==> src/rtl/qspi_pkg.sv <==
package qspi_pkg;
  localparam int unsigned FRAME_W = 16;
  localparam int unsigned CS_W    = 6;
  localparam int unsigned HALF_W  = 18;

  typedef struct packed {
    logic              hold;
    logic              eoq;
    logic              clr;
    logic [CS_W-1:0]   cs;
    logic [FRAME_W-1:0] data;
  } cmd_t;

  localparam logic [7:0] A_CFG  = 8'h00;
  localparam logic [7:0] A_ATTR = 8'h04;
  localparam logic [7:0] A_STAT = 8'h08;
  localparam logic [7:0] A_IEN  = 8'h0C;
  localparam logic [7:0] A_PUSH = 8'h10;
  localparam logic [7:0] A_POP  = 8'h14;
  localparam logic [7:0] A_CNT  = 8'h18;

  // half SCK period in system clocks
  function automatic logic [HALF_W-1:0] half_cycles(input logic [1:0] pre, input logic [3:0] scl);
    logic [2:0]  p;
    logic [14:0] s;
    case (pre)
      2'd0:    p = 3'd2;
      2'd1:    p = 3'd3;
      2'd2:    p = 3'd5;
      default: p = 3'd7;
    endcase
    if (scl < 4'd3) s = 15'(scl) + 15'd1;
    else            s = 15'd1 << (scl - 4'd1);
    return HALF_W'(p) * HALF_W'(s);
  endfunction
endpackage

==> src/rtl/qspi_fifo.sv <==
module qspi_fifo #(
  parameter int unsigned W     = 8,
  parameter int unsigned DEPTH = 4
) (
  input  logic         clk_i,
  input  logic         rst_ni,
  input  logic         flush_i,
  input  logic         push_i,
  input  logic [W-1:0] data_i,
  input  logic         pop_i,
  output logic [W-1:0] data_o,
  output logic         full_o,
  output logic         empty_o
);
  localparam int unsigned AW = (DEPTH > 1) ? $clog2(DEPTH) : 1;

  logic [W-1:0]  mem [DEPTH];
  logic [AW-1:0] wp, rp;
  logic [AW:0]   cnt;
  logic          do_push, do_pop;

  assign full_o  = (cnt == (AW+1)'(DEPTH));
  assign empty_o = (cnt == '0);
  assign do_push = push_i && !full_o;
  assign do_pop  = pop_i && !empty_o;
  assign data_o  = mem[rp];

  function automatic logic [AW-1:0] nxt(input logic [AW-1:0] p);
    return (p == AW'(DEPTH-1)) ? '0 : p + AW'(1);
  endfunction

  always_ff @(posedge clk_i or negedge rst_ni) begin
    if (!rst_ni) begin
      wp <= '0; rp <= '0; cnt <= '0;
    end else if (flush_i) begin
      wp <= '0; rp <= '0; cnt <= '0;
    end else begin
      if (do_push) wp <= nxt(wp);
      if (do_pop)  rp <= nxt(rp);
      cnt <= cnt + (AW+1)'(do_push) - (AW+1)'(do_pop);
    end
  end

  always_ff @(posedge clk_i) begin
    if (do_push && !flush_i) mem[wp] <= data_i;
  end


  full_hold_chk: assert property (@(posedge clk_i) disable iff (!rst_ni)
    (full_o && push_i && !pop_i && !flush_i) |=> full_o);
endmodule

==> src/rtl/qspi_shift.sv <==
module qspi_shift
  import qspi_pkg::*;
(
  input  logic               clk_i,
  input  logic               rst_ni,
  input  logic               start_i,
  input  logic [FRAME_W-1:0] data_i,
  input  logic [3:0]         fsz_i,
  input  logic               cpol_i,
  input  logic               cpha_i,
  input  logic               lsbf_i,
  input  logic [HALF_W-1:0]  half_i,
  input  logic               miso_i,
  output logic               sck_o,
  output logic               mosi_o,
  output logic               busy_o,
  output logic               done_o,
  output logic [FRAME_W-1:0] rx_o
);
  logic               busy, done, tog, pol, pha, lsb;
  logic [HALF_W-1:0]  tmr, hlf;
  logic [5:0]         step, edges;
  logic [3:0]         fsz;
  logic [FRAME_W-1:0] tsr, rsr;
  logic               tick, lead, smp, shf;

  assign edges = ({2'b00, fsz} + 6'd1) << 1;
  assign tick  = busy && (tmr == '0);
  assign lead  = ~step[0];
  assign smp   = pha ? ~lead : lead;
  assign shf   = pha ? (lead && step != 6'd0) : (!lead && step != edges - 6'd1);

  always_ff @(posedge clk_i or negedge rst_ni) begin
    if (!rst_ni) begin
      busy <= 1'b0; done <= 1'b0; tog <= 1'b0;
      pol <= 1'b0; pha <= 1'b0; lsb <= 1'b0;
      tmr <= '0; hlf <= '0; step <= '0; fsz <= '0;
      tsr <= '0; rsr <= '0;
    end else begin
      done <= 1'b0;
      if (start_i && !busy) begin
        busy <= 1'b1; tog <= 1'b0; step <= '0; rsr <= '0;
        hlf <= half_i; tmr <= half_i - HALF_W'(1);
        fsz <= fsz_i; pol <= cpol_i; pha <= cpha_i; lsb <= lsbf_i;
        tsr <= lsbf_i ? data_i : (data_i << (4'd15 - fsz_i));
      end else if (tick) begin
        tmr <= hlf - HALF_W'(1);
        if (step < edges) begin
          tog  <= ~tog;
          step <= step + 6'd1;
          if (smp) rsr <= lsb ? {miso_i, rsr[FRAME_W-1:1]} : {rsr[FRAME_W-2:0], miso_i};
          if (shf) tsr <= lsb ? (tsr >> 1) : (tsr << 1);
        end else begin
          busy <= 1'b0;
          done <= 1'b1;
        end
      end else if (busy) begin
        tmr <= tmr - HALF_W'(1);
      end
    end
  end

  assign sck_o  = busy ? (pol ^ tog) : cpol_i;
  assign mosi_o = lsb ? tsr[0] : tsr[FRAME_W-1];
  assign busy_o = busy;
  assign done_o = done;
  assign rx_o   = lsb ? (rsr >> (4'd15 - fsz)) : rsr;


  sck_home_chk: assert property (@(posedge clk_i) disable iff (!rst_ni)
    $fell(busy) |-> ($past(sck_o) == pol));

  step_bound_chk: assert property (@(posedge clk_i) disable iff (!rst_ni)
    busy |-> (step <= edges));
endmodule

==> src/rtl/qspi_master.sv <==
module qspi_master
  import qspi_pkg::*;
#(
  parameter int unsigned TX_DEPTH = 4,
  parameter int unsigned RX_DEPTH = 4
) (
  input  logic        clk_i,
  input  logic        rst_ni,
  input  logic [7:0]  reg_addr_i,
  input  logic        reg_wr_i,
  input  logic        reg_rd_i,
  input  logic [31:0] reg_wdata_i,
  output logic [31:0] reg_rdata_o,
  output logic        sck_o,
  output logic        mosi_o,
  input  logic        miso_i,
  output logic [5:0]  pcs_o,
  output logic        irq_o
);
  localparam int unsigned CMD_W = $bits(cmd_t);

  logic            cfg_halt;
  logic [CS_W-1:0] cfg_idle;
  logic [3:0]      at_fsz, at_scl;
  logic            at_cpol, at_cpha, at_lsb;
  logic [1:0]      at_pre;
  logic            ien_eoq, st_tcf, st_eoq;
  logic [15:0]     xfer_cnt;
  logic [CS_W-1:0] cs_sel;
  cmd_t            cur, push_cmd, tx_q;
  logic [FRAME_W-1:0] rx_q, eng_rx;
  logic            tx_full, tx_empty, rx_full, rx_empty;
  logic            eng_busy, eng_done, start;
  logic            wr_cfg, wr_attr, wr_stat, wr_ien, wr_push, rd_pop;

  assign wr_cfg  = reg_wr_i && reg_addr_i == A_CFG;
  assign wr_attr = reg_wr_i && reg_addr_i == A_ATTR;
  assign wr_stat = reg_wr_i && reg_addr_i == A_STAT;
  assign wr_ien  = reg_wr_i && reg_addr_i == A_IEN;
  assign wr_push = reg_wr_i && reg_addr_i == A_PUSH;
  assign rd_pop  = reg_rd_i && reg_addr_i == A_POP;

  assign push_cmd = '{hold: reg_wdata_i[31], eoq: reg_wdata_i[27], clr: reg_wdata_i[26],
                      cs: reg_wdata_i[21:16], data: reg_wdata_i[15:0]};

  assign start = !cfg_halt && !tx_empty && !eng_busy && !eng_done && !rx_full;

  qspi_fifo #(.W(CMD_W), .DEPTH(TX_DEPTH)) u_txq (
    .clk_i, .rst_ni, .flush_i(wr_cfg && reg_wdata_i[11]),
    .push_i(wr_push), .data_i(push_cmd), .pop_i(start),
    .data_o(tx_q), .full_o(tx_full), .empty_o(tx_empty));

  qspi_fifo #(.W(FRAME_W), .DEPTH(RX_DEPTH)) u_rxq (
    .clk_i, .rst_ni, .flush_i(wr_cfg && reg_wdata_i[10]),
    .push_i(eng_done), .data_i(eng_rx), .pop_i(rd_pop),
    .data_o(rx_q), .full_o(rx_full), .empty_o(rx_empty));

  qspi_shift u_shift (
    .clk_i, .rst_ni, .start_i(start), .data_i(tx_q.data), .fsz_i(at_fsz),
    .cpol_i(at_cpol), .cpha_i(at_cpha), .lsbf_i(at_lsb),
    .half_i(half_cycles(at_pre, at_scl)), .miso_i,
    .sck_o, .mosi_o, .busy_o(eng_busy), .done_o(eng_done), .rx_o(eng_rx));

  always_ff @(posedge clk_i or negedge rst_ni) begin
    if (!rst_ni) begin
      cfg_halt <= 1'b1; cfg_idle <= '1;
      at_fsz <= 4'd7; at_cpol <= 1'b0; at_cpha <= 1'b0; at_lsb <= 1'b0;
      at_pre <= '0; at_scl <= '0;
      ien_eoq <= 1'b0; st_tcf <= 1'b0; st_eoq <= 1'b0;
      xfer_cnt <= '0; cs_sel <= '0; cur <= '0;
    end else begin
      if (wr_cfg) begin
        cfg_halt <= reg_wdata_i[0];
        cfg_idle <= reg_wdata_i[21:16];
      end
      if (wr_attr) begin
        at_fsz <= reg_wdata_i[30:27]; at_cpol <= reg_wdata_i[26];
        at_cpha <= reg_wdata_i[25];   at_lsb <= reg_wdata_i[24];
        at_pre <= reg_wdata_i[17:16]; at_scl <= reg_wdata_i[3:0];
      end
      if (wr_ien) ien_eoq <= reg_wdata_i[28];
      if (start) begin
        cur    <= tx_q;
        cs_sel <= tx_q.cs;
      end else if (eng_done && !cur.hold) begin
        cs_sel <= '0;
      end
      if (eng_done)                      st_tcf <= 1'b1;
      else if (wr_stat && reg_wdata_i[31]) st_tcf <= 1'b0;
      if (eng_done && cur.eoq)           st_eoq <= 1'b1;
      else if (wr_stat && reg_wdata_i[28]) st_eoq <= 1'b0;
      if (eng_done) xfer_cnt <= cur.clr ? 16'd1 : xfer_cnt + 16'd1;
    end
  end

  always_comb begin
    unique case (reg_addr_i)
      A_CFG:   reg_rdata_o = {10'b0, cfg_idle, 15'b0, cfg_halt};
      A_ATTR:  reg_rdata_o = {1'b0, at_fsz, at_cpol, at_cpha, at_lsb, 6'b0, at_pre, 12'b0, at_scl};
      A_STAT:  reg_rdata_o = {st_tcf, 2'b0, st_eoq, 2'b0, !tx_full, 7'b0, !rx_empty, 17'b0};
      A_IEN:   reg_rdata_o = {3'b0, ien_eoq, 28'b0};
      A_POP:   reg_rdata_o = {16'b0, rx_q};
      A_CNT:   reg_rdata_o = {xfer_cnt, 16'b0};
      default: reg_rdata_o = '0;
    endcase
  end

  assign pcs_o = cfg_idle ^ cs_sel;
  assign irq_o = st_eoq && ien_eoq;


  halt_idle_chk: assert property (@(posedge clk_i) disable iff (!rst_ni)
    (cfg_halt && !eng_busy) |=> !eng_busy);

  rx_stall_chk: assert property (@(posedge clk_i) disable iff (!rst_ni)
    (rx_full && !eng_busy) |=> !eng_busy);

  eoq_set_chk: assert property (@(posedge clk_i) disable iff (!rst_ni)
    (eng_done && cur.eoq) |=> st_eoq);

  cs_keep_chk: assert property (@(posedge clk_i) disable iff (!rst_ni)
    (eng_done && cur.hold) |=> (cs_sel == $past(cs_sel)));

  cs_drop_chk: assert property (@(posedge clk_i) disable iff (!rst_ni)
    (eng_done && !cur.hold && !wr_cfg) |=> (pcs_o == cfg_idle));
endmodule

==> config.mk <==
export PLATFORM = sky130hd
export DESIGN_NAME = qspi_master
export DESIGN_NICKNAME = d
export VERILOG_FILES = /design/src/rtl/qspi_pkg.sv /design/src/rtl/qspi_fifo.sv /design/src/rtl/qspi_shift.sv /design/src/rtl/qspi_master.sv
export SDC_FILE = /design/constraint.sdc
export NUM_CORES = 1
export LEC_CHECK = 0
export BUFFER_PORTS_ARGS = -buffer_cell sky130_fd_sc_hd__buf_4
export CAP_MARGIN = 10
export CORE_MARGIN = 4
export CORE_UTILIZATION = 40
export DETAILED_ROUTE_END_ITERATION = 12
export MAX_ROUTING_LAYER = met4
export SYNTH_ARGS = -nofsm -noshare
export SYNTH_HDL_FRONTEND = slang
export SYNTH_SLANG_ARGS = --single-unit
==> constraint.sdc <==
create_clock -name clk_i -period 6.4 [get_ports clk_i]
set_input_delay 0.32 -clock clk_i [delete_from_list [all_inputs] [get_ports clk_i]]
set_output_delay 0.32 -clock clk_i [all_outputs]
set_load 0.005 [all_outputs]
; ---- Word level (Yosys, flattened, before mapping)
; Memory sizes are Yosys's and may differ from the RTL's.
; Index checks and enable logic that the tools add are counted.
[op_classes]
muxes = 59
n_eq_ne = 16
n_lt_le_gt_ge = 2
n_reduce_logical = 59
bitwise = 4
n_addsub = 19
mul = 1
shift = 3
[op_table]
columns = cell, count
row1 = $mux 16, 13
row2 = $pmux 32 s6, 1
row3 = $mux 18, 3
row4 = $sub 18x1->18 const B, 3
row5 = $mux 6, 5
row6 = $logic_and 1x1->1, 27
row7 = $eq 8x5->1 const B, 3
row8 = $mux 2, 12
row9 = $reduce_bool 2->1, 11
row10 = $mux 1, 21
row11 = $logic_not 18->1, 1
row12 = $mul 3x15->18, 1
row13 = $add 16x1->16 const B, 1
row14 = $eq 8x4->1 const B, 2
row15 = $shl 16x4->16, 1
row16 = $shr 16x4->16, 1
row17 = $mux 15, 1
row18 = $shl 1x4->15 const A, 1
row19 = $add 4x1->5 const B, 2
row20 = $eq 2x2->1 const B, 5
row21 = $logic_not 1->1, 10
row22 = $pmux 3 s3, 1
row23 = $add 2x1->2 const B, 4
row24 = $eq 8x3->1 const B, 1
row25 = 23 further kinds, 32
[word_totals]
ramBits = 164
memories = 2
ff_bits = 146
elab_cells = 199
in_bits = 45
out_inout_bits = 41
[memory_table]
columns = memory, depth, word_bits, read_ports, rd_clocked_by_memory_dff, write_ports, line
row1 = u_txq.mem, 4, 25, 1, 0, 1, qspi_fifo.sv:17  ; logic [W-1:0] mem [DEPTH];
row2 = u_rxq.mem, 4, 16, 1, 0, 1, qspi_fifo.sv:17

; ---- Depth between registers and ports, before layout
; Gate-level depths: netlist (run 1).
[logic_depth]
word_depth = 9
mapped_depth = 20
depth_no_buf = 19

; ---- Hierarchy
; Synthesis (run 1) repeated with hierarchy kept, for this count alone.
[hier_totals]
hier_cells = 1519
hier_area_um2 = 17319.1
[by_module_without_submodules]
columns = mod, area_per_inst_um2, cells_each, seq_area_each_um2, n_inst
row1 = qspi_shift, 6274.8, 730, 2102.0, 1
row2 = qspi_master, 4111.4, 479, 1213.7, 1
row3 = qspi_fifo at u_txq, 4085.2, 178, 3178.0, 1
row4 = qspi_fifo at u_rxq, 2847.7, 132, 2097.0, 1

; ---- Worst setup path before layout (run 1)
; Ideal clock, no wire load.
[synth_timing]
path_type = register -> register
startpoint = register at_scl[0]
endpoint = register u_shift.tmr[17]
path_stages_with_launch = 19
t_required_ns = 6.268
synth_period_minus_slack_ns = 4.565
path_buffers = 1
t_arrival_ns = 4.433
setup_ns = 0.132
setup_slack_ns = 1.835
cell_sequence = dfrtp_1 -> inv_1 -> ha_1 -> clkbuf_1 -> o31ai_1 -> a22oi_1 -> nand2b_1 -> fa_1 -> inv_1 -> ha_1 -> a211oi_2 -> o211ai_1 -> and4_1 -> or3_1 -> a31oi_1 -> nand4_1 -> nor4_2 -> xnor2_1 -> o21ai_1
[synth_between]
elab_chain_len = 6
word_cells_on_any_way = 8
classes_between = 3 x add/sub / 1 x mul / 1 x order compare / 1 x shift / 2 x mux
[synth_rtl]
columns = element, line
row1 = "start, declared", qspi_master.sv:24  ; logic [3:0] at_fsz, at_scl;
row2 = "start signal, assigned", qspi_master.sv:79  ; at_pre <= reg_wdata_i[17:16]; at_scl <= reg_wdata_i[3:0];
row3 = $sub 4x1->4, qspi_pkg.sv:33  ; else s = 15'd1 << (scl - 4'd1);
row4 = $shl 1x4->15, qspi_pkg.sv:33
row5 = $mux 15 *, qspi_pkg.sv:32  ; if (scl < 4'd3) s = 15'(scl) + 15'd1;
row6 = $mul 3x15->18 *, qspi_pkg.sv:34  ; return HALF_W'(p) * HALF_W'(s);
row7 = $sub 18x1->18 *, qspi_shift.sv:43  ; hlf <= half_i; tmr <= half_i - HALF_W'(1);
row8 = $mux 18 *, qspi_shift.sv:41  ; if (start_i && !busy) begin
row9 = "end signal, assigned", qspi_shift.sv:43
row10 = "end signal, assigned", qspi_shift.sv:47  ; tmr <= hlf - HALF_W'(1);
row11 = "end signal, assigned", qspi_shift.sv:58  ; tmr <= tmr - HALF_W'(1);
row12 = "end, declared", qspi_shift.sv:21  ; logic [HALF_W-1:0] tmr, hlf;
; Every way passes the cells marked *; elsewhere a longest branch is shown, timed or not.
; A chain may end at the register's enable or synchronous reset.

; ---- Worst setup path after layout (run 1)
[layout_timing]
startpoint = register at_scl[1]
endpoint = register u_shift.tmr[17]
; The elaborated chain is that of the path after synthesis.

==> results of run 1 <==
[repair_timing]
action	in CTS	in global routing
hold buffers	29	0
endpoints found under the hold margin	188	0
buffers inserted	0	0
[Yosys cell counts (all sizes together), types with 4 or more instances]
master,instances
nand2,197
edfxtp,164
dfrtp,136
nor2,104
o21ai,86
nand3,67
inv,65
a21oi,61
clkbuf,60
mux2i,57
mux2,49
ha,48
mux4,44
and2,35
xor2,28
buf,27
xnor2,26
nand2b,24
and3,18
a211oi,17
nor2b,17
a22o,16
fa,16
a31oi,14
nor3,12
o211ai,12
dfstp,10
a21o,9
nand4,9
nor4,9
o31ai,9
a41oi,5
o21a,5
or3,5
a22oi,4
and4,4
o21bai,4
[cell type report]
class	count	area share
Clock buffer	44	0.04857
Clock inverter	21	0.01098
Tap cell	532	0.03436
Multi-Input combinational cell	1047	0.3953
Timing Repair Buffer	130	0.05451
Inverter	65	0.01272
Sequential cell	310	0.4436
[cells by family after synthesis]
logic type | after synthesis | share of synthesized area
mux | 150 | 0.1255
fa+ha+maj | 64 | 0.05470
flops | 310 | 0.5103
xor+xnor | 54 | 0.02809
compound gates | 268 | 0.1026
simple gates | 511 | 0.1439
buf+inv | 152 | 0.03485
[registers in the layout, indices dropped and copies added, names as in the netlist, 2 cells and up]
name / count
u_shift.step: 6
u_txq.mem: 100
cs_sel: 6
at_pre: 2
u_rxq.rp: 2
u_txq.rp: 2
u_shift.tsr: 16
at_fsz: 4
cur: 3
u_txq.wp: 2
u_shift.rsr: 16
u_shift.fsz: 4
u_rxq.cnt: 3
u_rxq.wp: 2
u_rxq.mem: 64
u_shift.tmr: 18
at_scl: 4
u_txq.cnt: 3
cfg_idle: 6
xfer_cnt: 16
u_shift.hlf: 18
[worst register-to-register path, delay by kind of cell, from the launching register on]
family	cells	cell delay (ps)
flops	1	550
compound gates	6	1530
buf+inv	1	70
simple gates	6	1550
fa+ha+maj	3	1110
mux	1	120
xor+xnor	1	150
[layer usage]
layer	track usage	up-vias	part of all wire
met5	-	-	0
met4	0.05628	0	0.026
met3	0.02454	52	0.035
met2	0.2865	194	0.48
met1	0.2515	5683	0.46
li1	-	5620	-
[where the power goes]
group	internal [mW]	leakage [nW]	switching [mW]	total, mW
clock network	1.18	0.554	0.824	2.00
logic	0.299	3.82	0.341	0.639
registers	2.21	3.40	0.150	2.36
[final timing paths]
path | to | startpoint | cells after the start | slack, ps
min in group asynchronous | u_shift.rsr[15] | rst_ni | 2 | 420
max | u_shift.tmr[17] | at_scl[1] | 18 | 1170
min reg2reg | u_shift.hlf[7] | u_shift.hlf[7] | 2 | 470
max in group asynchronous | u_txq.rp[0] | rst_ni | 3 | 4660
max reg2reg | u_shift.tmr[17] | at_scl[1] | 18 | 1170
min | at_cpha | reg_wdata_i[25] | 2 | 60
==> metrics.txt, run 1 <==
hold crit path type=in2reg; crit path max fanout=8; # resized after CTS=0; vias per cell=5.374; Worst slew margin=0.3781; initial core utilization=0.4086; clk sinks=310; H-Tree Level Count=2; Ports=86; CTS tree=done; Detailed Place HPWL=27,010 um; die area=0.04544 mm2; area delta synth->final=15.07%; Routed Antenna Nets=0; slowest stage delay, CP=560 ps; area taken by multi-input logic gates=0.007659 mm2; GP Congestion=0.8391; clk slew on worst S/H paths=60 ps; Min Hold Slack=61.46 ps; layout cells sized above 1=0.1688; Placed Cells=2,054; Seq cells post-synth=310; leakage=7.775 nW; Post-Route WL=39,510 um; WP data arrival=5610 ps; # diodes=0; Main synth FF type=edfxtp_1; Yosys top cell area share=0.2925; most used cell, CP=ha_1; critical path class=reg2reg; Mapped Nets=1,618; # nets final=1,699; count of flip-flops with a built-in enable after synthesis=164; commonest non-fill, non-tap cell in the layout=nand2_1; die height=213.2 um; synth top area cells=edfxtp_1 29%, dfrtp_1 20%, mux4_2 5.9%, nand2_1 4.4%, ha_1 3.6%; Worst Path Required=6780 ps; Final period util=0.8166; Tot GR Track Use=0.1831; cell row count=74; syn_area_per_cell=11.16 um2; total CTS buffers=36; Setup TNS Final=0 ps; Synth area leader=edfxtp_1; Power Density=258.3 mW/mm2; Mapped Area=0.01684 mm2; Die Wd=213.2 um; count of input and output buffers=83; Max IR drop VDD=0.2240 mV; largest net degree at the start of global routing=97; PnR Total Power=5.004 mW; Worst Max-Slew Pin Slew=932.9 ps; unrepaired setup endpoints after global routing=false; starting DRC count in detailed routing=806; Cell Chain, Critical Path=ha_1 > nor2b_1 > mux2i_1 > o31ai_1 > a22oi_1 > nand2b_1 > fa_1 > inv_1 > ha_1 > a211oi_2 > o211ai_1 > and4_1 > or3_1 > a31oi_1 > nand4_1 > nor4_2 > xnor2_1 > o21ai_1; post-place setup slack=1162 ps; Reg area=0.008593 mm2; Async S/R FF share, synth=0.4710; Critical Path Sink Type=flip-flop; Peak Freq=0.1913 GHz; Clock Tree Root=clkbuf_16; clk_skew=23.62 ps; setup slack after layout=1174 ps; CP bufs+invs=1; Slowest-stage cell, CP=fa_1; final core utilization=0.4702; Via Count=11,549; 1st-pass router iterations=5; WL per Instance=18.38 um; Filler cells=3,673; Setup-failing EPs final=0; post-route minimum period=5226 ps; CP delay by family, top=simple AND/OR/NAND/NOR gates; final instance area=0.01937 mm2; Synth Warn #=0; outcome=complete, no violations; CTS Buffer Depth=3; Post-Syn Instances=1,509; GRT overflow=0; Post-route DRC=0; max_cap viols=0; Startpoint Class=flip-flop; core area=0.04120 mm2; area post-placement=0.01792 mm2; Final Max Slew Viols=0; initial antenna violation count=0; worst skew pair latency=550 ps; final cell count without fillers=2,149; distinct cell type count after synthesis=69; vias in the first global route=11,539; first-pass GRT wire length=64,190 um; most frequent cells in the layout=197 x nand2_1, 164 x edfxtp_1, 134 x dfrtp_1; count of final hold-check violations=0; register area share after synthesis=0.5103
Power figures use the tool's default switching activity.
==> inputs of run 2 (changes only) <==
==> constraint.sdc (replaced) <==
create_clock -name clk_i -period 5.2 [get_ports clk_i]
set_input_delay 0.26 -clock clk_i [delete_from_list [all_inputs] [get_ports clk_i]]
set_output_delay 0.26 -clock clk_i [all_outputs]
set_load 0.005 [all_outputs]
==> run 2 against run 1 <==
Against the previous run: power increased by 23%; combinational power grew 28%; global-route usage rose by 0.055 points; fmax is 8.2% higher; cell count up 0.33%; die area unchanged; core utilization up 0.21 points; highest routed layer unchanged.
==> metrics.txt, run 2 (synthesis gave the netlist of run 1 again) <==
outcome=complete, no violations (unchanged); hold wc startpoint=reg_wr_i (was reg_wdata_i[25]); Reg with most FFs=u_txq.mem (unchanged); critical path class=reg2reg (unchanged); layout cells sized above 1=0.1730 (was 0.1688); max_cap viols=0 (unchanged); Final Max Slew Viols=0 (unchanged); GP Congestion=0.8930 (was 0.8391); Setup-failing EPs final=0 (unchanged); most frequent cells in the layout=197 x nand2_1, 164 x edfxtp_1, 133 x dfrtp_1 (was 197 x nand2_1, 164 x edfxtp_1, 134 x dfrtp_1); Power Density=317.6 mW/mm2 (was 258.3 mW/mm2); Largest register FFs=100 (unchanged); WL per Instance=18.56 um (was 18.38 um); Slowest-stage cell, CP=fa_1 (unchanged); Worst Max-Slew Pin Slew=1178 ps (was 932.9 ps); Max IR drop VDD=0.2899 mV (was 0.2240 mV); Placed Cells=2,061 (was 2,054); Largest regs=u_txq.mem x100, u_rxq.mem x64 (unchanged); area post-placement=0.01797 mm2 (was 0.01792 mm2); CTS Buffer Depth=3 (unchanged); initial core utilization=0.4086 (unchanged); unrepaired setup endpoints after global routing=true (was false); die height=213.2 um (unchanged); cell row count=74 (unchanged); clk_skew=16.43 ps (was 23.62 ps); Peak Freq=0.2070 GHz (was 0.1913 GHz); Final period util=0.9291 (was 0.8166); vias in the first global route=11,631 (was 11,539); Post-Route WL=40,010 um (was 39,510 um); reg2reg start=at_scl[0] (was at_scl[1]); hold crit path type=in2reg (unchanged); post-CTS setup buffers=0 (unchanged); starting DRC count in detailed routing=750 (was 806); Ports=86 (unchanged); largest net degree at the start of global routing=97 (unchanged); total CTS buffers=36 (unchanged); core area=0.04120 mm2 (unchanged); Min Hold Slack=100.2 ps (was 61.46 ps); Hold Path Sink=st_tcf (was at_cpha); Post-route DRC=0 (unchanged); Die Wd=213.2 um (unchanged); vias per cell=5.431 (was 5.374); # diodes=0 (unchanged); 1st-pass router iterations=5 (unchanged); clk slew on worst S/H paths=50 ps (was 60 ps); Routed Antenna Nets=0 (unchanged); clk sinks=310 (unchanged); initial antenna violation count=0 (unchanged); crit path max fanout=8 (unchanged); Filler cells=3,687 (was 3,673); count of final hold-check violations=0 (unchanged); Reg2Reg Setup Slack=370 ps (was 1170 ps); post-route minimum period=4832 ps (was 5226 ps); Cell Chain, Critical Path=ha_1 > nor2b_1 > mux2i_1 > o31ai_2 > a22oi_2 > nand2b_1 > fa_1 > inv_1 > ha_1 > a211oi_2 > o211ai_1 > and4_1 > or3_1 > a31oi_1 > nand4_1 > nor4_2 > xnor2_1 > o21ai_1 (was ha_1 > nor2b_1 > mux2i_1 > o31ai_1 > a22oi_1 > nand2b_1 > fa_1 > inv_1 > ha_1 > a211oi_2 > o211ai_1 > and4_1 > or3_1 > a31oi_1 > nand4_1 > nor4_2 > xnor2_1 > o21ai_1); CTS tree=done (unchanged); area delta synth->final=15.58% (was 15.07%); WP data arrival=5210 ps (was 5610 ps); Worst slew margin=0.2118 (was 0.3781); slowest stage delay, CP=540 ps (was 560 ps); Tot GR Track Use=0.1837 (was 0.1831); worst skew pair latency=540 ps (was 550 ps); hold path depth=4 (was 2); final cell count without fillers=2,156 (was 2,149); leakage=7.818 nW (was 7.775 nW); Detailed Place HPWL=27,520 um (was 27,010 um); count of input and output buffers=83 (unchanged); H-Tree Level Count=2 (unchanged); Startpoint Class=flip-flop (unchanged); Via Count=11,710 (was 11,549); GRT overflow=0 (unchanged); Worst Path Required=5580 ps (was 6780 ps); Worst R2R End=u_shift.tmr[17] (unchanged); first-pass GRT wire length=64,110 um (was 64,190 um); die area=0.04544 mm2 (unchanged); Clock Tree Root=clkbuf_16 (unchanged); Worst R2R Path Depth=18 (unchanged); Critical Path Sink Type=flip-flop (unchanged); most used cell, CP=ha_1 (unchanged); final instance area=0.01946 mm2 (was 0.01937 mm2); # nets final=1,707 (was 1,699); commonest non-fill, non-tap cell in the layout=nand2_1 (unchanged)
run 2: cell types whose count changed in the layout (fill, tap and decap cells not counted), moves of 2 or more:
| cell | delta |
|---|---|
| clkbuf_16 | +2 |
| dlygate4sd3_1 | +2 |
| clkbuf_1 | +5 |
| buf_4 | +7 |
| clkinv_1 | -4 |
| clkbuf_8 | +2 |
run 2: metal layers:
layer	routed length, um	vias to the layer above	track usage
met5	0	-	-
met4	1326	0	0.05893
met3	1569	74	0.02895
met2	18790	229	0.2901
met1	18320	5785	0.2461
li1	-	5622	-
run 2: worst max path at each step:
stage,cells past startpoint,to,startpoint
after floorplan,18,u_shift.tmr[17],at_scl[0]
after global placement,18,u_shift.tmr[16],at_scl[0]
after detailed placement,18,u_shift.tmr[16],at_scl[0]
after CTS,18,u_shift.tmr[16],at_scl[0]
after global routing,18,u_shift.tmr[17],at_scl[0]
final,18,u_shift.tmr[17],at_scl[0]
run 2: worst max-delay path, delay by kind of cell, from the launching register on:
| kind | cells | cell delay, ps |
|---|---|---|
| xor gates and xnor gates | 1 | 150 |
| muxes | 1 | 140 |
| adders and majority gates | 3 | 1020 |
| buffers and inverters | 1 | 70 |
| DFF | 1 | 430 |
| AOI/OAI and AO/OA | 6 | 1370 |
| and+or+nand+nor | 6 | 1510 |
run 2: metrics by stage:
step / setup WS, ps / TNS (ps) / utilization / total power, mW
after global routing: -56.75 / -131.3 / 0.4723 / 6.467
after floorplan: 635.3 / 0 / - / 3.466
after detailed placement: 231.4 / 0 / 0.4362 / 3.745
after CTS: 203.8 / 0 / 0.4717 / 6.247
after global placement: 316.9 / 0 / 0.4362 / 3.725
final: 368.5 / 0 / 0.4723 / 6.180
run 2: layout make-up:
class                   instances  area (um2)  area share
well taps                     532       665.6     0.03421
flip-flops and latches        310        8594      0.4417
inverters                      65       246.5     0.01267
clock inverters                11       117.6    0.006044
multi-input cells            1047        7681      0.3947
clock buffers                  53        1037     0.05330
repair buffers                138        1117     0.05742
run 2: timing repair:
item                       CTS  global route
gates resized for setup      0             6
hold buffers                31             0
hold endpoints to repair   213             0
setup endpoints to repair    0             7
run 2: report_power, final:
part           total [mW]  leakage (nW)  switching (mW)  internal (mW)
sequential           2.90          3.40           0.180           2.72
clock                2.46         0.556           0.978           1.48
combinational       0.816          3.87           0.435          0.381
total                6.18          7.82            1.59           4.59
==> inputs of run 3 (changes only) <==
--- a/config.mk
+++ b/config.mk
@@ -10,7 +10,6 @@
 export CORE_MARGIN = 4
 export CORE_UTILIZATION = 40
 export DETAILED_ROUTE_END_ITERATION = 12
-export MAX_ROUTING_LAYER = met4
 export SYNTH_ARGS = -nofsm -noshare
 export SYNTH_HDL_FRONTEND = slang
 export SYNTH_SLANG_ARGS = --single-unit
==> constraint.sdc (replaced) <==
create_clock -name clk_i -period 4.9 [get_ports clk_i]
set_input_delay 0.245 -clock clk_i [delete_from_list [all_inputs] [get_ports clk_i]]
set_output_delay 0.245 -clock clk_i [all_outputs]
set_load 0.005 [all_outputs]
==> run 3 against run 2 <==
Against the previous run: worst hold slack worse by 11 ps; setup slack lost 63 ps; sequential share of layout area is 0.72 points lower; combinational power up 11%; via count is 0.48% higher; largest cell class unchanged; design area increased by 1.6%; routed wire length up 2.3%; critical path depth increased by 1; cell count is 0.79% higher.
==> metrics.txt, run 3 (synthesis gave the netlist of run 1 again) <==
final cell count without fillers=2,173 (was 2,156); Setup TNS Final=0 ps (unchanged); hold crit path type=in2reg (unchanged); Filler cells=3,662 (was 3,687); starting DRC count in detailed routing=845 (was 750); most used cell, CP=o21bai_1 (was ha_1); Die Wd=213.2 um (unchanged); layout cells sized above 1=0.1932 (was 0.1730); H-Tree Level Count=2 (unchanged); largest net degree at the start of global routing=66 (was 97); Critical Path Sink Type=flip-flop (unchanged); CTS tree=done (unchanged); post-route minimum period=4595 ps (was 4832 ps); Tot GR Track Use=0.1820 (was 0.1837); Worst Max-Slew Pin Slew=1121 ps (was 1178 ps); Slowest-stage cell, CP=fa_1 (unchanged); most frequent cells in the layout=197 x nand2_1, 164 x edfxtp_1, 133 x dfrtp_1 (unchanged); count of input and output buffers=83 (unchanged); initial antenna violation count=0 (unchanged); Setup-failing EPs final=0 (unchanged); commonest non-fill, non-tap cell in the layout=nand2_1 (unchanged); max_cap viols=0 (unchanged); vias per cell=5.415 (was 5.431); area taken by multi-input logic gates=0.007741 mm2 (was 0.007681 mm2); GP Congestion=0.8620 (was 0.8930); total CTS buffers=37 (was 36); WL per Instance=18.84 um (was 18.56 um); cell row count=74 (unchanged); first-pass GRT wire length=65,790 um (was 64,110 um); Detailed Place HPWL=27,970 um (was 27,520 um); Via Count=11,766 (was 11,710); vias in the first global route=11,773 (was 11,631); slowest stage delay, CP=490 ps (was 540 ps); clk_skew=20.97 ps (was 16.43 ps); WP data arrival=4960 ps (was 5210 ps); # nets final=1,724 (was 1,707); Largest regs=u_txq.mem x100, u_rxq.mem x64 (unchanged); Post-route DRC=0 (unchanged); Cell Chain, Critical Path=ha_2 > nor2b_2 > mux2i_2 > o31ai_2 > buf_4 > and2_1 > nand2_1 > fa_1 > inv_1 > fa_2 > a211oi_4 > o21bai_1 > o211a_1 > o21bai_1 > a2111oi_4 > nand4_1 > nor3_1 > xnor2_1 > a21oi_1 (was ha_1 > nor2b_1 > mux2i_1 > o31ai_2 > a22oi_2 > nand2b_1 > fa_1 > inv_1 > ha_1 > a211oi_2 > o211ai_1 > and4_1 > or3_1 > a31oi_1 > nand4_1 > nor4_2 > xnor2_1 > o21ai_1); CP delay by family, top=compound AO/OA/AOI/OAI gates (was simple AND/OR/NAND/NOR gates); Power Density=349.0 mW/mm2 (was 317.6 mW/mm2); Worst slew margin=0.2496 (was 0.2118); final instance area=0.01978 mm2 (was 0.01946 mm2); Peak Freq=0.2176 GHz (was 0.2070 GHz); Reg with most FFs=u_txq.mem (unchanged); count of final hold-check violations=0 (unchanged); Reg2Reg Setup Slack=310 ps (was 370 ps); leakage=7.958 nW (was 7.818 nW); Placed Cells=2,072 (was 2,061); Routed Antenna Nets=0 (unchanged); GRT overflow=0 (unchanged); # diodes=0 (unchanged); CP bufs+invs=2 (was 1); CTS Buffer Depth=3 (unchanged); die area=0.04544 mm2 (unchanged); Max IR drop VDD=0.3108 mV (was 0.2899 mV); area delta synth->final=17.49% (was 15.58%); Startpoint Class=flip-flop (unchanged); clk slew on worst S/H paths=60 ps (was 50 ps); clk sinks=310 (unchanged); core area=0.04120 mm2 (unchanged); outcome=complete, no violations (unchanged); die height=213.2 um (unchanged); critical path class=reg2reg (unchanged); crit path max fanout=5 (was 8); Clock Tree Root=clkbuf_16 (unchanged); Largest register FFs=100 (unchanged); Ports=86 (unchanged); 1st-pass router iterations=5 (unchanged); Post-Route WL=40,930 um (was 40,010 um); Final Max Slew Viols=0 (unchanged); Reg area=0.008594 mm2 (unchanged); area post-placement=0.01805 mm2 (was 0.01797 mm2); worst skew pair latency=540 ps (about the same); initial core utilization=0.4086 (unchanged); Worst Path Required=5260 ps (was 5580 ps); Final period util=0.9377 (was 0.9291)
[run 3: changes by cell type in the layout (fill, tap and decap cells not counted), moves of 2 or more]
cell and change:
mux2i_2 +2, bufinv_16 +5, a31oi_1 -2, a31oi_2 +2, buf_4 +16, clkinv_2 +2, clkbuf_8 -3, mux2i_1 -2
clkbuf_1 -7, ha_2 +3, inv_6 +2, ha_1 -4
[run 3: path summary, 6_finish.rpt]
kind / startpoint / to / depth (start not counted)
max: at_scl[1] / u_shift.tmr[16] / 19
max reg2reg: at_scl[1] / u_shift.tmr[16] / 19
min: reg_wr_i / st_eoq / 3
min in group asynchronous: rst_ni / u_shift.rsr[14] / 2
min reg2reg: u_shift.hlf[15] / u_shift.hlf[15] / 2
max in group asynchronous: rst_ni / u_txq.rp[0] / 3
[run 3: worst reg2reg max path, stage by stage, from the launching register on]
cell and delay, ps:
dfrtp_2 400, ha_2 190, nor2b_2 160, mux2i_2 120
o31ai_2 300, buf_4 170, and2_1 160, nand2_1 80
fa_1 490, inv_1 70, fa_2 430, a211oi_4 290
o21bai_1 110, o211a_1 150, o21bai_1 210, a2111oi_4 430
nand4_1 210, nor3_1 220, xnor2_1 150, a21oi_1 90
[run 3: per-layer routing]
metal / up-vias / part of all wire / GRT usage
li1: 5670 / - / -
met1: 5837 / 0.46 / 0.2554
met2: 205 / 0.48 / 0.2959
met3: 54 / 0.034 / 0.02542
met4: 0 / 0.026 / 0.05672
met5: - / 0 / 0
[run 3: cell type report]
cell class | count | area share
Clock buffer | 44 | 0.05029
Clock inverter | 21 | 0.01518
Inverter | 65 | 0.01246
Multi-Input combinational cell | 1047 | 0.3914
Sequential cell | 310 | 0.4345
Tap cell | 532 | 0.03365
Timing Repair Buffer | 154 | 0.06256
[run 3: where the power goes]
part | leakage (nW) | total (mW) | internal, mW | switching [mW]
combinational | 3.93 | 0.907 | 0.431 | 0.476
clock | 0.631 | 2.91 | 1.82 | 1.09
sequential | 3.40 | 3.08 | 2.89 | 0.194
total | 7.96 | 6.90 | 5.14 | 1.76
[run 3: per-stage QoR]
step | hold WS [ps] | utilization | power [mW] | worst slack (ps)
after floorplan | -50.59 | - | 3.679 | 335.3
after global placement | 279.5 | 0.4382 | 3.974 | 167.6
after detailed placement | 281.2 | 0.4382 | 3.994 | 63.56
after CTS | 56.97 | 0.4771 | 6.958 | 45.69
after global routing | 92.34 | 0.4801 | 7.208 | -59.62
final | 88.99 | 0.4801 | 6.903 | 305.1
[run 3: timing repair]
item	CTS	global route
resized for setup	0	22
hold buffers	31	0
setup endpoints to repair	0	9
buffers inserted	0	5
hold endpoints to repair	184	0
